<file path="config.mk">
export PLATFORM = sky130hd
export DESIGN_NAME = wdt_lock_top
export DESIGN_NICKNAME = d
export VERILOG_FILES = /design/src/rtl/wdt_lock_pkg.sv /design/src/rtl/wdt_lock_ctrl.sv /design/src/rtl/wdt_lock_datapath.sv /design/src/rtl/wdt_lock_top.sv
export SDC_FILE = /design/constraint.sdc
export NUM_CORES = 1
export LEC_CHECK = 0
export CAP_MARGIN = 20
export CORE_AREA = 2 2 39 41
export DETAILED_ROUTE_END_ITERATION = 10
export DIE_AREA = 0 0 41 43
export DONT_BUFFER_PORTS = 1
export PLACE_DENSITY = 0.51
export REMOVE_ABC_BUFFERS = 1
export SYNTH_ARGS = -nofsm -noshare
export SYNTH_HDL_FRONTEND = slang
export SYNTH_SLANG_ARGS = --single-unit
</file>
<file path="constraint.sdc">
create_clock -name clk -period 1.4 [get_ports clk]
set_input_delay 0.42 -clock clk [delete_from_list [all_inputs] [get_ports clk]]
set_output_delay 0.42 -clock clk [all_outputs]
set_load 0.02 [all_outputs]
</file>
<file path="src/rtl/wdt_lock_pkg.sv">
package wdt_lock_pkg;

  // Strobes handed from the control to the counter datapath
  typedef struct packed {
    logic clrCnt;
    logic tick;
  } wdtStrobe_t;

  typedef enum logic [1:0] {
    SRC_MAIN  = 2'd0,
    SRC_WATCH = 2'd1,
    SRC_SUB   = 2'd2
  } tickSrc_e;

  // Bit 0 set picks the sub-oscillator timer; otherwise bit 2 picks the watch prescaler
  function automatic tickSrc_e decodeSrc(input logic [2:0] sel);
    if (sel[0])      return SRC_SUB;
    else if (sel[2]) return SRC_WATCH;
    else             return SRC_MAIN;
  endfunction

endpackage

</file>
<file path="src/rtl/wdt_lock_ctrl.sv">
module wdt_lock_ctrl
  import wdt_lock_pkg::*;
#(
  parameter int CTRL_W = 4,
  parameter int SEL_W  = 3,
  parameter logic [CTRL_W-1:0] KEY = 4'b0101
) (
  input  logic              clk,
  input  logic              rstN,
  input  logic              wrEn,
  input  logic [CTRL_W-1:0] wrCtrl,
  input  logic [SEL_W-1:0]  wrSel,
  input  logic              hwModeCfg,
  input  logic              standbyRunEn,
  input  logic              mainStopped,
  input  logic              sleepMode,
  input  logic              stopMode,
  input  logic              watchMode,
  input  logic              mainTick,
  input  logic              watchTick,
  input  logic              subTick,
  input  logic              mainClr,
  input  logic              watchClr,
  input  logic              subClr,
  output logic              activeQ,
  output logic [SEL_W-1:0]  selQ,
  output wdtStrobe_t        strobes
);

  logic hwModeQ;
  logic prevStandbyQ;
  logic keyWrite;
  logic standbyNow;
  logic standbyEntry;
  logic keepInStandby;
  logic srcTick;
  logic srcClr;
  tickSrc_e src;

  assign keyWrite      = wrEn && (wrCtrl == KEY);
  assign standbyNow    = sleepMode | stopMode | watchMode;
  assign standbyEntry  = standbyNow & ~prevStandbyQ;
  assign keepInStandby = hwModeQ & standbyRunEn;
  assign src           = decodeSrc(selQ[2:0]);

  always_comb begin
    unique case (src)
      SRC_SUB:   begin srcTick = subTick;   srcClr = subClr;   end
      SRC_WATCH: begin srcTick = watchTick; srcClr = watchClr; end
      default:   begin srcTick = mainTick & ~mainStopped; srcClr = mainClr; end
    endcase
  end

  always_comb begin
    strobes.tick   = activeQ & srcTick;
    strobes.clrCnt = keyWrite
                   | (activeQ & srcClr)
                   | (standbyEntry & ~keepInStandby);
  end

  always_ff @(posedge clk) begin
    if (!rstN) begin
      activeQ      <= 1'b0;
      hwModeQ      <= 1'b0;
      selQ         <= '0;
      prevStandbyQ <= 1'b0;
    end else begin
      activeQ      <= activeQ | keyWrite | hwModeCfg;
      hwModeQ      <= hwModeQ | hwModeCfg;
      prevStandbyQ <= standbyNow;
      if (keyWrite && activeQ) selQ <= wrSel;
    end
  end

  assert_active_sticky_R3 : assert property (@(posedge clk) disable iff (!rstN)
    activeQ |=> activeQ);

  assert_sel_guard_R4 : assert property (@(posedge clk) disable iff (!rstN)
    !(wrEn && wrCtrl == KEY && activeQ) |=> $stable(selQ));

  assert_idle_no_tick_R11 : assert property (@(posedge clk) disable iff (!rstN)
    !activeQ |-> !strobes.tick);

  assert_main_halted_R6 : assert property (@(posedge clk) disable iff (!rstN)
    (mainStopped && !selQ[0] && !selQ[2]) |-> !strobes.tick);

  assert_key_starts_R2 : assert property (@(posedge clk) disable iff (!rstN)
    (wrEn && wrCtrl == KEY) |=> activeQ);

endmodule

</file>
<file path="src/rtl/wdt_lock_datapath.sv">
module wdt_lock_datapath
  import wdt_lock_pkg::*;
#(
  parameter int CNT_W = 2
) (
  input  logic             clk,
  input  logic             rstN,
  input  wdtStrobe_t       strobes,
  output logic [CNT_W-1:0] countQ,
  output logic             rstReqQ,
  output logic             rstFlagQ
);

  localparam logic [CNT_W-1:0] CNT_MAX = {CNT_W{1'b1}};

  always_ff @(posedge clk) begin
    if (!rstN) begin
      countQ   <= '0;
      rstReqQ  <= 1'b0;
      rstFlagQ <= 1'b0;
    end else begin
      rstReqQ <= 1'b0;
      if (strobes.clrCnt) begin
        countQ <= '0;
      end else if (strobes.tick) begin
        if (countQ == CNT_MAX) begin
          countQ   <= '0;
          rstReqQ  <= 1'b1;
          rstFlagQ <= 1'b1;
        end else begin
          countQ <= countQ + 1'b1;
        end
      end
    end
  end

  assert_pulse_single_R10 : assert property (@(posedge clk) disable iff (!rstN)
    rstReqQ |=> !rstReqQ);

  assert_flag_sticky_R10 : assert property (@(posedge clk) disable iff (!rstN)
    rstFlagQ |=> rstFlagQ);

  assert_clear_wins_R12 : assert property (@(posedge clk) disable iff (!rstN)
    strobes.clrCnt |=> (countQ == '0 && !rstReqQ));

  assert_req_sets_flag_R10 : assert property (@(posedge clk) disable iff (!rstN)
    rstReqQ |-> rstFlagQ);

endmodule

</file>
<file path="src/rtl/wdt_lock_top.sv">
module wdt_lock_top
  import wdt_lock_pkg::*;
#(
  parameter int CTRL_W = 4,
  parameter int SEL_W  = 3,
  parameter int CNT_W  = 2
) (
  input  logic              clk,
  input  logic              rstN,
  input  logic              wrEn,
  input  logic [CTRL_W-1:0] wrCtrl,
  input  logic [SEL_W-1:0]  wrSel,
  input  logic              hwModeCfg,
  input  logic              standbyRunEn,
  input  logic              mainStopped,
  input  logic              sleepMode,
  input  logic              stopMode,
  input  logic              watchMode,
  input  logic              mainTick,
  input  logic              watchTick,
  input  logic              subTick,
  input  logic              mainClr,
  input  logic              watchClr,
  input  logic              subClr,
  output logic              wdtActive,
  output logic [SEL_W-1:0]  selCode,
  output logic [CNT_W-1:0]  count,
  output logic              rstReq,
  output logic              rstFlag
);

  wdtStrobe_t strobes;

  wdt_lock_ctrl #(
    .CTRL_W(CTRL_W),
    .SEL_W (SEL_W),
    .KEY   (CTRL_W'(4'b0101))
  ) uCtrl (
    .clk         (clk),
    .rstN        (rstN),
    .wrEn        (wrEn),
    .wrCtrl      (wrCtrl),
    .wrSel       (wrSel),
    .hwModeCfg   (hwModeCfg),
    .standbyRunEn(standbyRunEn),
    .mainStopped (mainStopped),
    .sleepMode   (sleepMode),
    .stopMode    (stopMode),
    .watchMode   (watchMode),
    .mainTick    (mainTick),
    .watchTick   (watchTick),
    .subTick     (subTick),
    .mainClr     (mainClr),
    .watchClr    (watchClr),
    .subClr      (subClr),
    .activeQ     (wdtActive),
    .selQ        (selCode),
    .strobes     (strobes)
  );

  wdt_lock_datapath #(
    .CNT_W(CNT_W)
  ) uPath (
    .clk     (clk),
    .rstN    (rstN),
    .strobes (strobes),
    .countQ  (count),
    .rstReqQ (rstReq),
    .rstFlagQ(rstFlag)
  );

endmodule

</file>
Yosys cells after proc, flatten, opt, wreduce, memory -nomap -nowiden --
Cells that the tools add are included.
Word-level totals: bits in registers 10, latch bits 0, bits in writable memories 0, bits in read-only memories 0, input bits 22, output and inout port bits 8, logic and storage cells 42, memories kept 0
Operators by class: $add $sub $neg 1, $mul 0, div/mod/pow operators 0, $lt $le $gt $ge 0, equality and inequality tests 4, shift operators 0, multiplexer cells 6, bitwise logic cells 19, reductions and logical operators 5
Operators with widths (number):
- $or 1x1->1 | 7
- $and 1x1->1 | 6
- $not 1->1 | 6
- $eq 2x2->1 const B | 2
- $eq 4x3->1 const B | 1
- $mux 2 | 2
- $pmux 1 s2 | 2
- $reduce_and 3->1 | 1
- $reduce_or 3->1 | 1
- $add 2x1->2 const B | 1
- $eq 2x1->1 const B | 1
- $logic_and 1x1->1 | 2
- $mux 1 | 2
- $reduce_or 2->1 | 1

Logic depth before layout (Yosys ltp) --
Gate-level depths: netlist (run 1).
word-level depth 9, gate-level depth with buffers 4

Hierarchy --
Synthesis (run 1) repeated with hierarchy kept, for this count alone.
Second synthesis, totals: cell total of the unflattened synthesis 48, area, all modules 470.5 µm²
By module, submodules not included:
- wdt_lock_ctrl | instances 1, cells each 33, area each 310.3 µm²
- wdt_lock_datapath | instances 1, cells each 15, area each 160.2 µm²

Least setup slack after synthesis (run 1) --
OpenSTA, ideal clock, no wires.
path type register to register, from register uCtrl.selQ[2], to register uPath.countQ[0], library setup time 0.066 ns, arrival time 1.234 ns, slack 0.100 ns, stages on the path, launching flop included 5, path buffers 0, cell sequence dfxtp_1 a21o_2 o221ai_2 or3_1 a21oi_2
On the way: longest elaborated chain between the ends 8, elaborated cells between the ends (all ways) 11
Ends and longest elaborated chain:
- start: declaration | line wdt_lock_ctrl.sv:26 | output logic [SEL_W-1:0] selQ,
- start signal: assignment | line wdt_lock_ctrl.sv:71 | if (keyWrite && activeQ) selQ <= wrSel;
- $mux 1 (*) | line wdt_lock_pkg.sv:18 | else if (sel[2]) return SRC_WATCH;
- $mux 2 (*) | line wdt_lock_pkg.sv:17 | if (sel[0]) return SRC_SUB;
- $eq 2x1->1 / $eq 2x2->1 (equally long branches) | line wdt_lock_ctrl.sv:47 | unique case (src)
- $pmux 1 s2 | line wdt_lock_ctrl.sv:47
- $and 1x1->1 | line wdt_lock_ctrl.sv:57 | | (activeQ & srcClr)
- $or 1x1->1 | line wdt_lock_ctrl.sv:57
- $or 1x1->1 | line wdt_lock_ctrl.sv:58 | | (standbyEntry & ~keepInStandby);
- $reduce_or 2->1 (no source line)
- end signal: assignment | line wdt_lock_datapath.sv:31 | countQ <= countQ + 1'b1;
- end: declaration | line wdt_lock_datapath.sv:9 | output logic [CNT_W-1:0] countQ,
Every way passes the cells marked *; elsewhere a longest branch is shown, timed or not. A chain may end at the register's enable or synchronous reset.

Worst setup path after layout (run 1) --
from register uCtrl.selQ[2], to register uPath.countQ[1]
The elaborated chain is that of the path after synthesis.

==> impl_metrics.yaml, run 1 <==
pwr:
  power.density_nw_per_um2: 965
  leakagePower_nw: 0.211
  peakVddDrop_v: 0.000401
  finalPower_mw: 0.521
drt:
  ant_nets: 0
  via_per_inst: 5.19
  drt_iter0_drc: 1
  detailedRoute.firstPassIterationCount: 5
  drt-wirelength-per-cell_um: 13.2
  routed_wirelength_um: 887
  drc: 0
  vias: 348
global_route:
  grt_pass1_vias: 372
  grt_usage: 0.137
  grt_pass1_wl_mm: 1.55
  grt_antenna_before_repair: 0
  grt_max_degree: 9
  grt_remaining_overflow: 0
clock_network:
  cts.sinks: 10
  cts_tree: "built"
  path_clk_slew_ns: 0.06
  ctsHoldBuffers: 0
  htree_num_levels: 1
  worstSkewPairLatency_ns: 0.26
  cts_setup_buffers: 0
  cts_made_buffers: 3
  cts_resized: 0
  clock-root-buffer: "clkbuf_4"
  clockBufferDepth: 2
cells_and_area:
  syn_to_final_growth_pct: 19.4
  final_core_util: 0.390
  final.fill_count: 136
  multi_input_area_sq_um: 248
  n_antenna_cell: 0
  stdcell_count: 67
  regArea_sq_um: 200
  drive_above_1_share: 0.294
  final_area_sq_um: 539
  nets: 76
floorplanning:
  design.die.area_sq_um: 1760
  fp.dieH_um: 43
  row_count: 14
  die_w_um: 41
  io_pins: 30
  start_util: 0.326
  core_sq_um: 1380
critical_path:
  path_buf_inv: 0
  slowest_stage: "dfxtp_1"
  cp.arrival_ns: 1.45
  start_kind: "flop"
  crit_required_ns: 1.60
  worstPathMaxFanout: 4
  cp-end-kind: "flop"
  path_delay_family: "compound AO/OA/AOI/OAI gates"
  crit_chain: "mux2i_1, o21ai_0, a211o_1, nor2_1"
  critical_path_class: "flop to flop"
  max_stage_delay_ns: 0.40
placement:
  place_hpwl_um: 751
  gp_congestion: 0.602
  place_inst: 64
  dp_slack_ns: 0.0130
  dpl_cell_area_sq_um: 517
  io_buffers: 0
synthesis:
  synth_seq_cells: 10
  avgSynthCellArea_sq_um: 10.8
  synth_seq_area_share: 0.443
  synth_cells: 42
  synth_area_sq_um: 452
  ys_types: 20
  ys_warn_count: 0
run_status:
  status: "finished, final reports clean"
timing:
  setup_ws_ns: 0.143
  fmax_mhz: 795
  post-route-period-util: 0.898
  clock_skew_ns: 0.00256
  relSlewSlack: 0.764
  period_needed_ns: 1.26
  setup_tns_ns: 0
  hold_viol: 0
  worst-slew-pin-transition_ns: 0.353
  grt_setup_unrepaired: "false"
  holdWs_ns: 0.277
  drv_slew: 0
  setup_viol: 0
hold_path:
  holdCritPathClass: "input pin to flop"
flow_run:
  drv_cap: 0
## Yosys cell counts, drive strengths merged
cell | n | area (sq um)
mux2i | 5 | 50.1
nor2b | 4 | 25.0
a21oi | 1 | 8.76
nand2 | 2 | 7.51
dfxtp | 10 | 200
o21ai | 3 | 15.0
or3 | 1 | 6.26
nor2 | 2 | 7.51
nor4 | 1 | 12.5
o221ai | 1 | 15.0
ha | 1 | 12.5
nor3 | 1 | 5.00
o31a | 1 | 8.76
nor3b | 2 | 25.0
a211o | 1 | 8.76
inv | 1 | 3.75
nand4b | 1 | 8.76
a21o | 3 | 23.8
o21a | 1 | 7.51
## state kept, by name (all words and copies together), names as in the netlist
register            flops
uCtrl.activeQ           1
uCtrl.hwModeQ           1
uCtrl.prevStandbyQ      1
uCtrl.selQ              3
uPath.countQ            2
uPath.rstFlagQ          1
uPath.rstReqQ           1
## final cells by class
class,count,share of cell area
Multi-Input combinational cell,31,0.459
Sequential cell,10,0.371
Timing Repair Buffer,6,0.0835
Clock buffer,3,0.0418
Tap cell,16,0.0371
Inverter,1,0.00696
## path summary, 6_finish.rpt
check | from | to | slack [ns] | cells after the start
worst min register to register | uCtrl.hwModeQ | uCtrl.hwModeQ | 0.48 | 1
worst max-delay path | uCtrl.selQ[2] | uPath.countQ[1] | 0.14 | 4
worst min-delay path | hwModeCfg | uCtrl.hwModeQ | 0.28 | 1
worst max register to register | uCtrl.selQ[2] | uPath.countQ[1] | 0.14 | 4
## layer usage
| metal | track usage | vias to the layer above | routed length (um) |
|---|---|---|---|
| met5 | 0 | - | 0 |
| met4 | 0.100 | 0 | 0 |
| met3 | 0.0733 | 0 | 110 |
| met2 | 0.194 | 18 | 442 |
| met1 | 0.146 | 154 | 334 |
| li1 | - | 176 | - |
## report_power, final
| group | total, mW | internal, mW | switching, mW |
|---|---|---|---|
| logic | 0.0380 | 0.0208 | 0.0172 |
| clock network | 0.185 | 0.0987 | 0.0866 |
| registers | 0.297 | 0.292 | 0.00537 |
| total | 0.521 | 0.411 | 0.109 |
## placed cells by master, fill, tap and decap left out, types with 2 or more instances in the layout
master / instances
clkbuf_4: 3
mux2i_1: 5
dfxtp_1: 10
nor2b_1: 4
a21o_1: 2
buf_4: 6
nor2_1: 2
nand2_1: 2
o21ai_0: 3
nor3b_2: 2
## kinds of logic (layout without fill, tap and decap cells)
family,after synthesis,count (layout),synth area share
AO/OA/AOI/OAI,11,11,0.194
adder cells (fa/ha/maj),1,1,0.0277
buffers and inverters,1,10,0.00830
flip-flops,10,10,0.443
multiplexers,5,5,0.111
AND/OR/NAND/NOR,14,14,0.216
(Power assumes the default switching activity.)
==> run 2: changes to the inputs <==
Settings changed: ABC_AREA from default to 1, PLACE_DENSITY 0.51 to 0.53.
==> run 2 against run 1 <==
Utilization increased by 2.5 points. Area after synthesis rose by 6.4%. Combinational power increased by 31%. Total power up 16%. First-iteration DRC count is 100% higher. Sequential power hardly changed. Critical path type is now flop to output port. Critical endpoint is now selCode[2]. Highest routed layer is now met4.
==> impl_metrics.yaml, run 2 <==
run_status:
  status: "finished, final reports clean"
global_route:
  grt_pass1_wl_mm: 1.41
  grt_max_degree: 7
  grt_pass1_vias: 419
  grt_remaining_overflow: 0
  grt_usage: 0.121
  grt_antenna_before_repair: 0
cells_and_area:
  regMostFlops: "uCtrl.selQ"
  n_antenna_cell: 0
  final.fill_count: 160
  stdcell_count: 99
  final_cell_mix: "19 x nor2_1, 16 x nand2_1, 12 x inv_1"
  reg_top3: "uCtrl.selQ (3), uPath.countQ (2)"
  nets: 107
  layout_commonest_cell: "nor2_1"
  drive_above_1_share: 0.145
  syn_to_final_growth_pct: 19.5
  largest_reg_flops: 3
clock_network:
  ctsHoldBuffers: 0
  clockBufferDepth: 2
  htree_num_levels: 1
  cts_made_buffers: 3
  cts_setup_buffers: 0
  worstSkewPairLatency_ns: 0.26
  cts_resized: 0
  path_clk_slew_ns: 0.06
  cts.sinks: 10
  cts_tree: "built"
  clock-root-buffer: "clkbuf_4"
hold_path:
  min_from: "rstN"
  holdPathStages: 2
  holdCritPathClass: "input pin to flop"
  worstHoldEndpoint: "uPath.rstFlagQ"
critical_path:
  r2r_slack_ns: 0.37
  timing.rr.start: "uCtrl.activeQ"
  path_buf_inv: 1
  path_delay_family: "flip-flops"
  max_stage_delay_ns: 0.37
  cp.arrival_ns: 0.80
  worstPathMaxFanout: 4
  slowest_stage: "dfxtp_1"
  start_kind: "flop"
  worstRegToRegCells: 4
  critical_path_class: "flop to output port"
  crit_chain: "buf_4"
  cp-end-kind: "output port"
  r2r-end: "uCtrl.selQ[2]"
  crit_required_ns: 0.98
synthesis:
  ys_types: 14
  synthArstFlopShare: 0
  synth_edf_count: 0
  ys_warn_count: 0
  synth_area_leader_cell: "dfxtp_1"
  synth_common_cells: "19 x nor2_1, 16 x nand2_1, 12 x inv_1"
  synth_seq_cells: 10
  synth_flop_cell: "dfxtp_1"
  synth_seq_area_share: 0.417
  synth_cells: 74
  synth_area_sq_um: 480
  synth_top_area_share: 0.417
  avgSynthCellArea_sq_um: 6.49
  synth.most_common_cell: "nor2_1"
  synth.area.top_cells: "dfxtp_1 42%, nor2_1 15%, nand2_1 13%"
drt:
  ant_nets: 0
  via_per_inst: 4.61
  drt-wirelength-per-cell_um: 9.19
  routed_wirelength_um: 910
  detailedRoute.firstPassIterationCount: 3
  vias: 456
  drc: 0
  drt_iter0_drc: 2
placement:
  io_buffers: 0
  gp_congestion: 0.715
  place_hpwl_um: 768
  place_inst: 95
pwr:
  power.density_nw_per_um2: 1050
  leakagePower_nw: 0.295
  peakVddDrop_v: 0.000496
timing:
  fmax_mhz: 819
  grt_setup_unrepaired: "false"
  drv_slew: 0
  hold_viol: 0
  clock_skew_ns: 0.00126
  setup_viol: 0
  worst-slew-pin-transition_ns: 0.230
  post-route-period-util: 0.872
  relSlewSlack: 0.846
  setup_tns_ns: 0
  period_needed_ns: 1.22
floorplanning:
  io_pins: 30
  fp.dieH_um: 43
  die_w_um: 41
  start_util: 0.347
  row_count: 14
  core_sq_um: 1380
  design.die.area_sq_um: 1760
flow_run:
  drv_cap: 0
-- run 2: cell types whose count changed after synthesis, sizes merged, moves of 4 or more --
cell,change
inv,+12
nand2,+14
nor2b,-4
nand3,+5
nor2,+18
mux2i,-5
-- run 2: layer usage --
metal  up-vias  routed length, um  global-route usage
met2        18                433               0.200
met5         -                  0                   0
met4         0                 17              0.0800
met3         4                 75              0.0419
met1       188                384               0.118
li1        246                  -                   -
-- run 2: worst max path at each step --
stage / to / from / cells past startpoint / slack, ns
after floorplan: uPath.countQ[0] / uCtrl.activeQ / 7 / 0.34
after global placement: uPath.countQ[0] / stopMode / 5 / 0.31
after detailed placement: uPath.countQ[1] / stopMode / 5 / 0.29
after CTS: selCode[2] / uCtrl.selQ[2] / 1 / 0.17
after global routing: selCode[2] / uCtrl.selQ[2] / 1 / 0.13
final: selCode[2] / uCtrl.selQ[2] / 1 / 0.18
-- run 2: layout make-up --
class | instances | area [sq um] | area share
multi-input cells | 51 | 231 | 0.403
flip-flops and latches | 10 | 200 | 0.349
inverters | 13 | 48.8 | 0.0850
repair buffers | 5 | 37.5 | 0.0654
clock buffers | 4 | 36.3 | 0.0632
well taps | 16 | 20.0 | 0.0349
-- run 2: power by group --
part           total (mW)  switching, mW  internal (mW)  leakage (nW)
sequential          0.296        0.00434          0.292        0.0816
clock               0.255         0.0970          0.158        0.0210
combinational      0.0499         0.0299         0.0199         0.192
total               0.601          0.131          0.470         0.295
-- run 2: logic make-up (layout without fill, tap and decap cells) --
kind of cell    after synthesis  in the layout  share of synthesized area
simple gates                 46             46                      0.414
buf+inv                      13             22                      0.102
flops                        10             10                      0.417
compound gates                4              4                     0.0416
fa+ha+maj                     1              1                     0.0260
-- run 2: stage by stage --
step                hold slack [ns]  power (mW)  instance area [sq um]  setup WS [ns]  utilization
global placement              0.453       0.354                    538          0.311        0.389
detailed placement            0.465       0.354                    538          0.288        0.389
floorplan                     0.438       0.342                    480          0.335            -
CTS                           0.269       0.608                    574          0.173        0.415
finish                        0.271       0.601                    574          0.179        0.415
global route                  0.270       0.631                    574          0.126        0.415
